===== src/rtl/mpu_pkg.sv =====
package mpu_pkg;

    localparam int GRAN_BITS = 4;

    localparam int PERM_RD = 2;
    localparam int PERM_WR = 1;
    localparam int PERM_EX = 0;

    typedef logic [2:0] perm_t;

    typedef enum logic [1:0] {
        ACC_LOAD  = 2'd0,
        ACC_STORE = 2'd1,
        ACC_FETCH = 2'd2
    } acc_kind_e;

    function automatic perm_t need_mask(acc_kind_e kind);
        perm_t m;
        m = '0;
        case (kind)
            ACC_LOAD:  m[PERM_RD] = 1'b1;
            ACC_STORE: m[PERM_WR] = 1'b1;
            default:   m[PERM_EX] = 1'b1;
        endcase
        return m;
    endfunction

endpackage


===== src/rtl/mpu_region_cfg.sv =====
module mpu_region_cfg
    import mpu_pkg::*;
#(
    parameter int NR = 8,
    parameter int AW = 32,
    parameter int IW = 6,
    localparam int GW = AW - GRAN_BITS
) (
    input  logic                   clk_i,
    input  logic                   rst_ni,
    input  logic                   wr_en_i,
    input  logic [IW-1:0]          wr_idx_i,
    input  logic [AW-1:0]          wr_data_i,
    output logic [NR-1:0][GW-1:0]  lo_o,
    output logic [NR-1:0][GW-1:0]  hi_o,
    output logic [NR-1:0]          valid_o,
    output perm_t [NR-1:0]         perm_o,
    output perm_t                  bg_perm_o
);

    typedef struct packed {
        logic [NR-1:0][GW-1:0] lo;
        logic [NR-1:0][GW-1:0] hi;
        logic [NR-1:0]         valid;
        perm_t [NR-1:0]        perm;
        perm_t                 bg;
    } cfg_t;

    cfg_t cfg_d, cfg_q;

    always_comb begin
        cfg_d = cfg_q;
        if (wr_en_i) begin
            for (int r = 0; r < NR; r++) begin
                if (wr_idx_i == IW'(4 * r))
                    cfg_d.lo[r] = wr_data_i[AW-1:GRAN_BITS];
                if (wr_idx_i == IW'(4 * r + 1))
                    cfg_d.hi[r] = wr_data_i[AW-1:GRAN_BITS];
                if (wr_idx_i == IW'(4 * r + 2)) begin
                    cfg_d.valid[r] = wr_data_i[3];
                    cfg_d.perm[r]  = wr_data_i[2:0];
                end
            end
            if (wr_idx_i == IW'(4 * NR))
                cfg_d.bg = wr_data_i[2:0];
        end
    end

    always_ff @(posedge clk_i or negedge rst_ni) begin
        if (!rst_ni) begin
            cfg_q       <= '0;
            cfg_q.bg    <= 3'b111;
        end else begin
            cfg_q <= cfg_d;
        end
    end

    assign lo_o      = cfg_q.lo;
    assign hi_o      = cfg_q.hi;
    assign valid_o   = cfg_q.valid;
    assign perm_o    = cfg_q.perm;
    assign bg_perm_o = cfg_q.bg;

endmodule


===== src/rtl/mpu_port_check.sv =====
module mpu_port_check
    import mpu_pkg::*;
#(
    parameter int NR = 8,
    parameter int GW = 28
) (
    input  logic [NR-1:0][GW-1:0] lo_i,
    input  logic [NR-1:0][GW-1:0] hi_i,
    input  logic [NR-1:0]         valid_i,
    input  perm_t [NR-1:0]        perm_i,
    input  perm_t                 bg_perm_i,
    input  logic [GW-1:0]         gran_i,
    input  perm_t                 need_i,
    output logic [NR-1:0]         hit_o,
    output perm_t                 perm_o,
    output logic                  deny_o
);

    for (genvar r = 0; r < NR; r++) begin : g_match
        assign hit_o[r] = valid_i[r] && (gran_i >= lo_i[r]) && (gran_i <= hi_i[r]);
    end

    perm_t perm_or;

    always_comb begin
        perm_or = '0;
        for (int r = 0; r < NR; r++) begin
            if (hit_o[r]) perm_or = perm_or | perm_i[r];
        end
        perm_o = (hit_o == '0) ? bg_perm_i : perm_or;
        deny_o = (need_i & ~perm_o) != '0;
    end

endmodule


===== src/rtl/mpu_fault_rec.sv =====
module mpu_fault_rec
    import mpu_pkg::*;
#(
    parameter int NR = 8
) (
    input  logic          clk_i,
    input  logic          rst_ni,
    input  logic          req_i,
    input  logic          user_i,
    input  logic          deny_i,
    input  logic [NR-1:0] hit_i,
    input  perm_t         perm_i,
    output logic          fault_o,
    output logic [NR-1:0] hit_o,
    output perm_t         perm_o
);

    typedef struct packed {
        logic          fault;
        logic [NR-1:0] hit;
        perm_t         perm;
    } rec_t;

    rec_t rec_d, rec_q;

    always_comb begin
        rec_d       = rec_q;
        rec_d.fault = req_i && user_i && deny_i;
        if (rec_d.fault) begin
            rec_d.hit  = hit_i;
            rec_d.perm = perm_i;
        end
    end

    always_ff @(posedge clk_i or negedge rst_ni) begin
        if (!rst_ni) rec_q <= '0;
        else         rec_q <= rec_d;
    end

    assign fault_o = rec_q.fault;
    assign hit_o   = rec_q.hit;
    assign perm_o  = rec_q.perm;

    assert_sup_no_fault_R5: assert property (@(posedge clk_i) disable iff (!rst_ni)
        (!req_i || !user_i) |=> !fault_o);

    assert_record_hold_R9: assert property (@(posedge clk_i) disable iff (!rst_ni)
        !fault_o |-> ($stable(hit_o) && $stable(perm_o)));

    assert_fault_cause_R6: assert property (@(posedge clk_i) disable iff (!rst_ni)
        fault_o |-> $past(req_i && user_i && deny_i));

endmodule


===== src/rtl/mpu_region_check.sv =====
module mpu_region_check
    import mpu_pkg::*;
#(
    parameter int NR = 8,
    parameter int AW = 32,
    localparam int IW = $clog2(4 * NR + 4),
    localparam int GW = AW - GRAN_BITS
) (
    input  logic          clk_i,
    input  logic          rst_ni,
    input  logic          cfg_wr_en_i,
    input  logic [IW-1:0] cfg_wr_idx_i,
    input  logic [AW-1:0] cfg_wr_data_i,
    input  logic [IW-1:0] cfg_rd_idx_i,
    output logic [AW-1:0] cfg_rd_data_o,
    input  logic          d_req_i,
    input  logic          d_write_i,
    input  logic          d_user_i,
    input  logic [AW-1:0] d_addr_i,
    input  logic          i_req_i,
    input  logic          i_user_i,
    input  logic [AW-1:0] i_addr_i,
    output logic          d_fault_o,
    output logic          i_fault_o
);

    localparam int IDX_BG   = 4 * NR;
    localparam int IDX_DREC = 4 * NR + 1;
    localparam int IDX_DADR = 4 * NR + 2;
    localparam int IDX_IREC = 4 * NR + 3;

    logic [NR-1:0][GW-1:0] lo, hi;
    logic [NR-1:0]         valid;
    perm_t [NR-1:0]        perm;
    perm_t                 bg_perm;

    mpu_region_cfg #(.NR(NR), .AW(AW), .IW(IW)) u_cfg (
        .clk_i     (clk_i),
        .rst_ni    (rst_ni),
        .wr_en_i   (cfg_wr_en_i),
        .wr_idx_i  (cfg_wr_idx_i),
        .wr_data_i (cfg_wr_data_i),
        .lo_o      (lo),
        .hi_o      (hi),
        .valid_o   (valid),
        .perm_o    (perm),
        .bg_perm_o (bg_perm)
    );

    logic [NR-1:0] d_hit, i_hit, d_hit_q, i_hit_q;
    perm_t         d_perm, i_perm, d_perm_q, i_perm_q;
    logic          d_deny, i_deny;
    perm_t         d_need, i_need;

    assign d_need = need_mask(d_write_i ? ACC_STORE : ACC_LOAD);
    assign i_need = need_mask(ACC_FETCH);

    logic unused_fetch_low;
    assign unused_fetch_low = ^i_addr_i[GRAN_BITS-1:0];

    mpu_port_check #(.NR(NR), .GW(GW)) u_dchk (
        .lo_i      (lo),
        .hi_i      (hi),
        .valid_i   (valid),
        .perm_i    (perm),
        .bg_perm_i (bg_perm),
        .gran_i    (d_addr_i[AW-1:GRAN_BITS]),
        .need_i    (d_need),
        .hit_o     (d_hit),
        .perm_o    (d_perm),
        .deny_o    (d_deny)
    );

    mpu_port_check #(.NR(NR), .GW(GW)) u_ichk (
        .lo_i      (lo),
        .hi_i      (hi),
        .valid_i   (valid),
        .perm_i    (perm),
        .bg_perm_i (bg_perm),
        .gran_i    (i_addr_i[AW-1:GRAN_BITS]),
        .need_i    (i_need),
        .hit_o     (i_hit),
        .perm_o    (i_perm),
        .deny_o    (i_deny)
    );

    mpu_fault_rec #(.NR(NR)) u_drec (
        .clk_i   (clk_i),
        .rst_ni  (rst_ni),
        .req_i   (d_req_i),
        .user_i  (d_user_i),
        .deny_i  (d_deny),
        .hit_i   (d_hit),
        .perm_i  (d_perm),
        .fault_o (d_fault_o),
        .hit_o   (d_hit_q),
        .perm_o  (d_perm_q)
    );

    mpu_fault_rec #(.NR(NR)) u_irec (
        .clk_i   (clk_i),
        .rst_ni  (rst_ni),
        .req_i   (i_req_i),
        .user_i  (i_user_i),
        .deny_i  (i_deny),
        .hit_i   (i_hit),
        .perm_i  (i_perm),
        .fault_o (i_fault_o),
        .hit_o   (i_hit_q),
        .perm_o  (i_perm_q)
    );

    typedef struct packed {
        logic [AW-1:0] daddr;
    } top_t;

    top_t top_d, top_q;

    always_comb begin
        top_d = top_q;
        if (d_req_i && d_user_i && d_deny) top_d.daddr = d_addr_i;
    end

    always_ff @(posedge clk_i or negedge rst_ni) begin
        if (!rst_ni) top_q <= '0;
        else         top_q <= top_d;
    end

    always_comb begin
        cfg_rd_data_o = '0;
        for (int r = 0; r < NR; r++) begin
            if (cfg_rd_idx_i == IW'(4 * r))
                cfg_rd_data_o = {lo[r], {GRAN_BITS{1'b0}}};
            if (cfg_rd_idx_i == IW'(4 * r + 1))
                cfg_rd_data_o = {hi[r], {GRAN_BITS{1'b0}}};
            if (cfg_rd_idx_i == IW'(4 * r + 2))
                cfg_rd_data_o = AW'({valid[r], perm[r]});
        end
        if (cfg_rd_idx_i == IW'(IDX_BG))   cfg_rd_data_o = AW'(bg_perm);
        if (cfg_rd_idx_i == IW'(IDX_DREC)) cfg_rd_data_o = AW'({d_hit_q, d_perm_q});
        if (cfg_rd_idx_i == IW'(IDX_DADR)) cfg_rd_data_o = top_q.daddr;
        if (cfg_rd_idx_i == IW'(IDX_IREC)) cfg_rd_data_o = AW'({i_hit_q, i_perm_q});
    end

    assert_fetch_keeps_daddr_R8: assert property (@(posedge clk_i) disable iff (!rst_ni)
        !d_fault_o |-> $stable(top_q.daddr));

    assert_hit_only_enabled_R2: assert property (@(posedge clk_i) disable iff (!rst_ni)
        d_fault_o |-> ((d_hit_q & ~$past(valid)) == '0));

    assert_ifault_hit_enabled_R8: assert property (@(posedge clk_i) disable iff (!rst_ni)
        i_fault_o |-> ((i_hit_q & ~$past(valid)) == '0));

endmodule


===== config.mk =====
export PLATFORM = sky130hd
export DESIGN_NAME = mpu_region_check
export DESIGN_NICKNAME = d
export VERILOG_FILES = /design/src/rtl/mpu_pkg.sv /design/src/rtl/mpu_region_cfg.sv /design/src/rtl/mpu_port_check.sv /design/src/rtl/mpu_fault_rec.sv /design/src/rtl/mpu_region_check.sv
export SDC_FILE = /design/constraint.sdc
export NUM_CORES = 2
export LEC_CHECK = 0
export BUFFER_PORTS_ARGS = -buffer_cell sky130_fd_sc_hd__buf_2
export CAP_MARGIN = 15
export CORE_UTILIZATION = 45
export CTS_CLUSTER_DIAMETER = 60
export CTS_CLUSTER_SIZE = 30
export DETAILED_ROUTE_END_ITERATION = 8
export PLACE_DENSITY = 0.59
export SLEW_MARGIN = 5
export SYNTH_ARGS = -nofsm -noshare
export SYNTH_HDL_FRONTEND = slang
export SYNTH_SLANG_ARGS = --single-unit

===== constraint.sdc =====
create_clock -name clk_i -period 4.2 [get_ports clk_i]
set_input_delay 0.42 -clock clk_i [delete_from_list [all_inputs] [get_ports clk_i]]
set_output_delay 0.42 -clock clk_i [all_outputs]
set_load 0.02 [all_outputs]

==> out/results.ini <==
[logic_synthesis]
ys_top_cells_by_area=dfrtp_1 (30%), ha_1 (25%), mux2_2 (9.5%), inv_1 (3.8%), a21oi_1 (3.7%)
synthFlopType=dfrtp_1
synth_most_common_cell=ha_1
async_reset_ff_share_pct=100
yosys-top-cells-count=ha_1 (896), dfrtp_1 (536), inv_1 (462)
ys_warn_count=0
syn-cell-area_um2=45200
yosysSeqAreaShare_pct=29.8
synth_top_area_cell=dfrtp_1
synth_cells=4667
syn-mean-instance-area_um2=9.69
ys_ff_latch=539
synth_fp_nets=5679
synth_top_area_share_pct=29.7
synth_edf_count=0
synth_cell_types=85

[power_and_ir_drop]
combPwrFrac_pct=37.4
power_density_nw_per_um2=391
p_clk_share_pct=30.9
seq_power_share_pct=31.7
p_int_mw=13.4
p_sw_share_pct=38.0
ir_drop_uv=445
p_sw_mw=8.20
finalPower_mw=21.6
p_leak_nw=26.9

[finish]
fin_area_um2=55100
fin_util_pct=55.6
stdcell_count=6708
layout.nets=6367
syn2layout_area_growth_pct=21.8
nFillCells=8964
drive_gt1_share_pct=25.5

[clock_tree]
cts_buffer_depth=3
cts-buffers-inserted=71
cts-root-buf=clkbuf_16
tritoncts=yes
cts_sinks=539
clk_pin_slew_worst_paths_ps=60
htreeDepth=3
clkLatencyLatePin_ps=680

[sta]
hold_ws_ps=112
timing.final.crit_period_ps=4240
tns_ps=-851
tightest_slew_ps=1170
final.period_utilization_pct=101
finClkSkew_ps=26.8
finalSetupViolCount=40
max_freq_ghz=0.236
final_max_slew_viol_count=0
relSlewSlack_pct=21.5
hold_violations=0
fin_ws_ps=-45.0

[grt]
grt_use_total_pct=39.6
grt_start_max_net_pins=78
grt_pass1_wl_mm=289
antenna_found_initial=10
grt_pass1_vias=40700
overflow=0

[placed_design]
numPortBuffers=145
dpl_cell_area_um2=52100
routabilityCongestion=1.05
hpwl_mm=163
pre_cts_slack_ps=-561
place_inst=6547

[setup_path]
end_kind=flop
critical-path-slowest-cell=or4_4
r2r-start=u_cfg.hi_o[66]
cp.required_ps=4750
worstPathMaxFanout=5
crit_chain=inv_1 > ha_1 > nand4_1 > or4_4 > a21oi_2 > a2111oi_1 > o31a_1 > buf_4 > and2_4 > a221o_1 > a2111o_1 > nand3_4 > buf_12 > buf_12 > mux2_4
setup.worst_path.start=u_cfg.hi_o[66]
start_kind=flop
path_class=reg2reg
worstPathArrival_ps=4790
critPathMaxStageDelay_ps=590
cpMostUsedCell=buf_12

[min_path]
hp-start=cfg_wr_data_i[3]
hp-class=in2reg

[floorplan]
dieArea_um2=102000
num_rows=115
die_y_um=319
io_pins=150
core-area_um2=99000
die_w_um=319
start_util_pct=45.7

[route]
dr.first_iter.drc_count=4562
routedWlPerCell_um=30.7
ant_nets=0
vias_per_cell=6.34
drt_wl_total_mm=206
drc=0
vias=42600
firstDrtPassIters=7

[run_status]
status=finished, violations left
violations=setup timing

[job]
cap_violations=0

what timing repair did:
item,CTS,global route
pin swaps,0,14
endpoints found under the hold margin,72,0
setup buffers,0,10
gates resized for setup,5,26
setup endpoints to repair,42,48
cloned,0,5
hold buffers,7,0
sequential cells by signal (all words and copies together) (netlist names):
name,cells
u_cfg.bg_perm_o,3
u_cfg.perm_o,24
u_drec.perm_o,3
u_drec.fault_o,1
u_irec.hit_o,8
u_cfg.valid_o,8
top_q,32
u_cfg.lo_o,224
u_drec.hit_o,8
u_cfg.hi_o,224
u_irec.fault_o,1
u_irec.perm_o,3
placed cells by master (no fill, tap or decap), types with 94 or more instances in the layout:
cell type    n
o21ai_0    225
buf_2      144
a21o_1     203
nor2_1      94
buf_4      557
dfrtp_1    536
a21oi_1    332
nand2_1    310
inv_1      457
nand4_1    232
mux2_2     383
ha_1       895
cell type report:
cell class	instances	area (um^2)	area share, %
Clock inverter	49	634	1.15
Sequential cell	539	13500	24.5
Inverter	462	1730	3.15
Multi-Input combinational cell	3523	29700	53.9
Antenna cell	8	20.0	0.0364
Clock buffer	82	1900	3.45
Tap cell	1287	1610	2.92
Timing Repair Buffer	758	5970	10.8
final timing paths:
check	end	slack [ps]	cells after the start
worst max-delay path	top_q[18]	-40	15
worst min-delay path	u_cfg.valid_o[7]	110	3
worst max register to register	top_q[18]	-40	15
worst min register to register	u_drec.hit_o[7]	490	1
max in group asynchronous	u_cfg.hi_o[194]	2750	3
min in group asynchronous	u_cfg.lo_o[71]	400	2
routing by layer:
metal	up-vias	part of all wire (%)	GRT usage (%)
li1	18900	-	-
met5	-	0.020	0
met3	576	9.8	9.30
met4	6	8.4	27.9
met1	20900	40	51.3
met2	2165	41	57.9
cell families after synthesis:
kind of cell / count (synthesis) / share of synthesized area (%)
muxes: 436 / 11.2
adders and majority gates: 896 / 24.8
and+or+nand+nor: 948 / 10.8
AOI/OAI and AO/OA: 1243 / 18.2
DFF: 539 / 29.8
buffers and inverters: 605 / 5.19
power by group through the flow:
stage	sequential, mW	clock [mW]	combinational (mW)
3_3_place_gp	6.86	0	7.49
2_1_floorplan	6.63	0	4.33
3_5_place_dp	6.88	0	7.64
4_1_cts	6.80	6.72	7.70
5_1_grt	6.92	6.92	8.70
6_report	6.84	6.65	8.07
critical path, delay by kind of cell (launching register included):
family / cells / cell delay [ps]
AO/OA/AOI/OAI: 5 / 1400
multiplexers: 1 / 300
AND/OR/NAND/NOR: 4 / 1110
buffers and inverters: 4 / 630
adder cells (fa/ha/maj): 1 / 310
flip-flops: 1 / 380
Power figures use the tool's default switching activity.
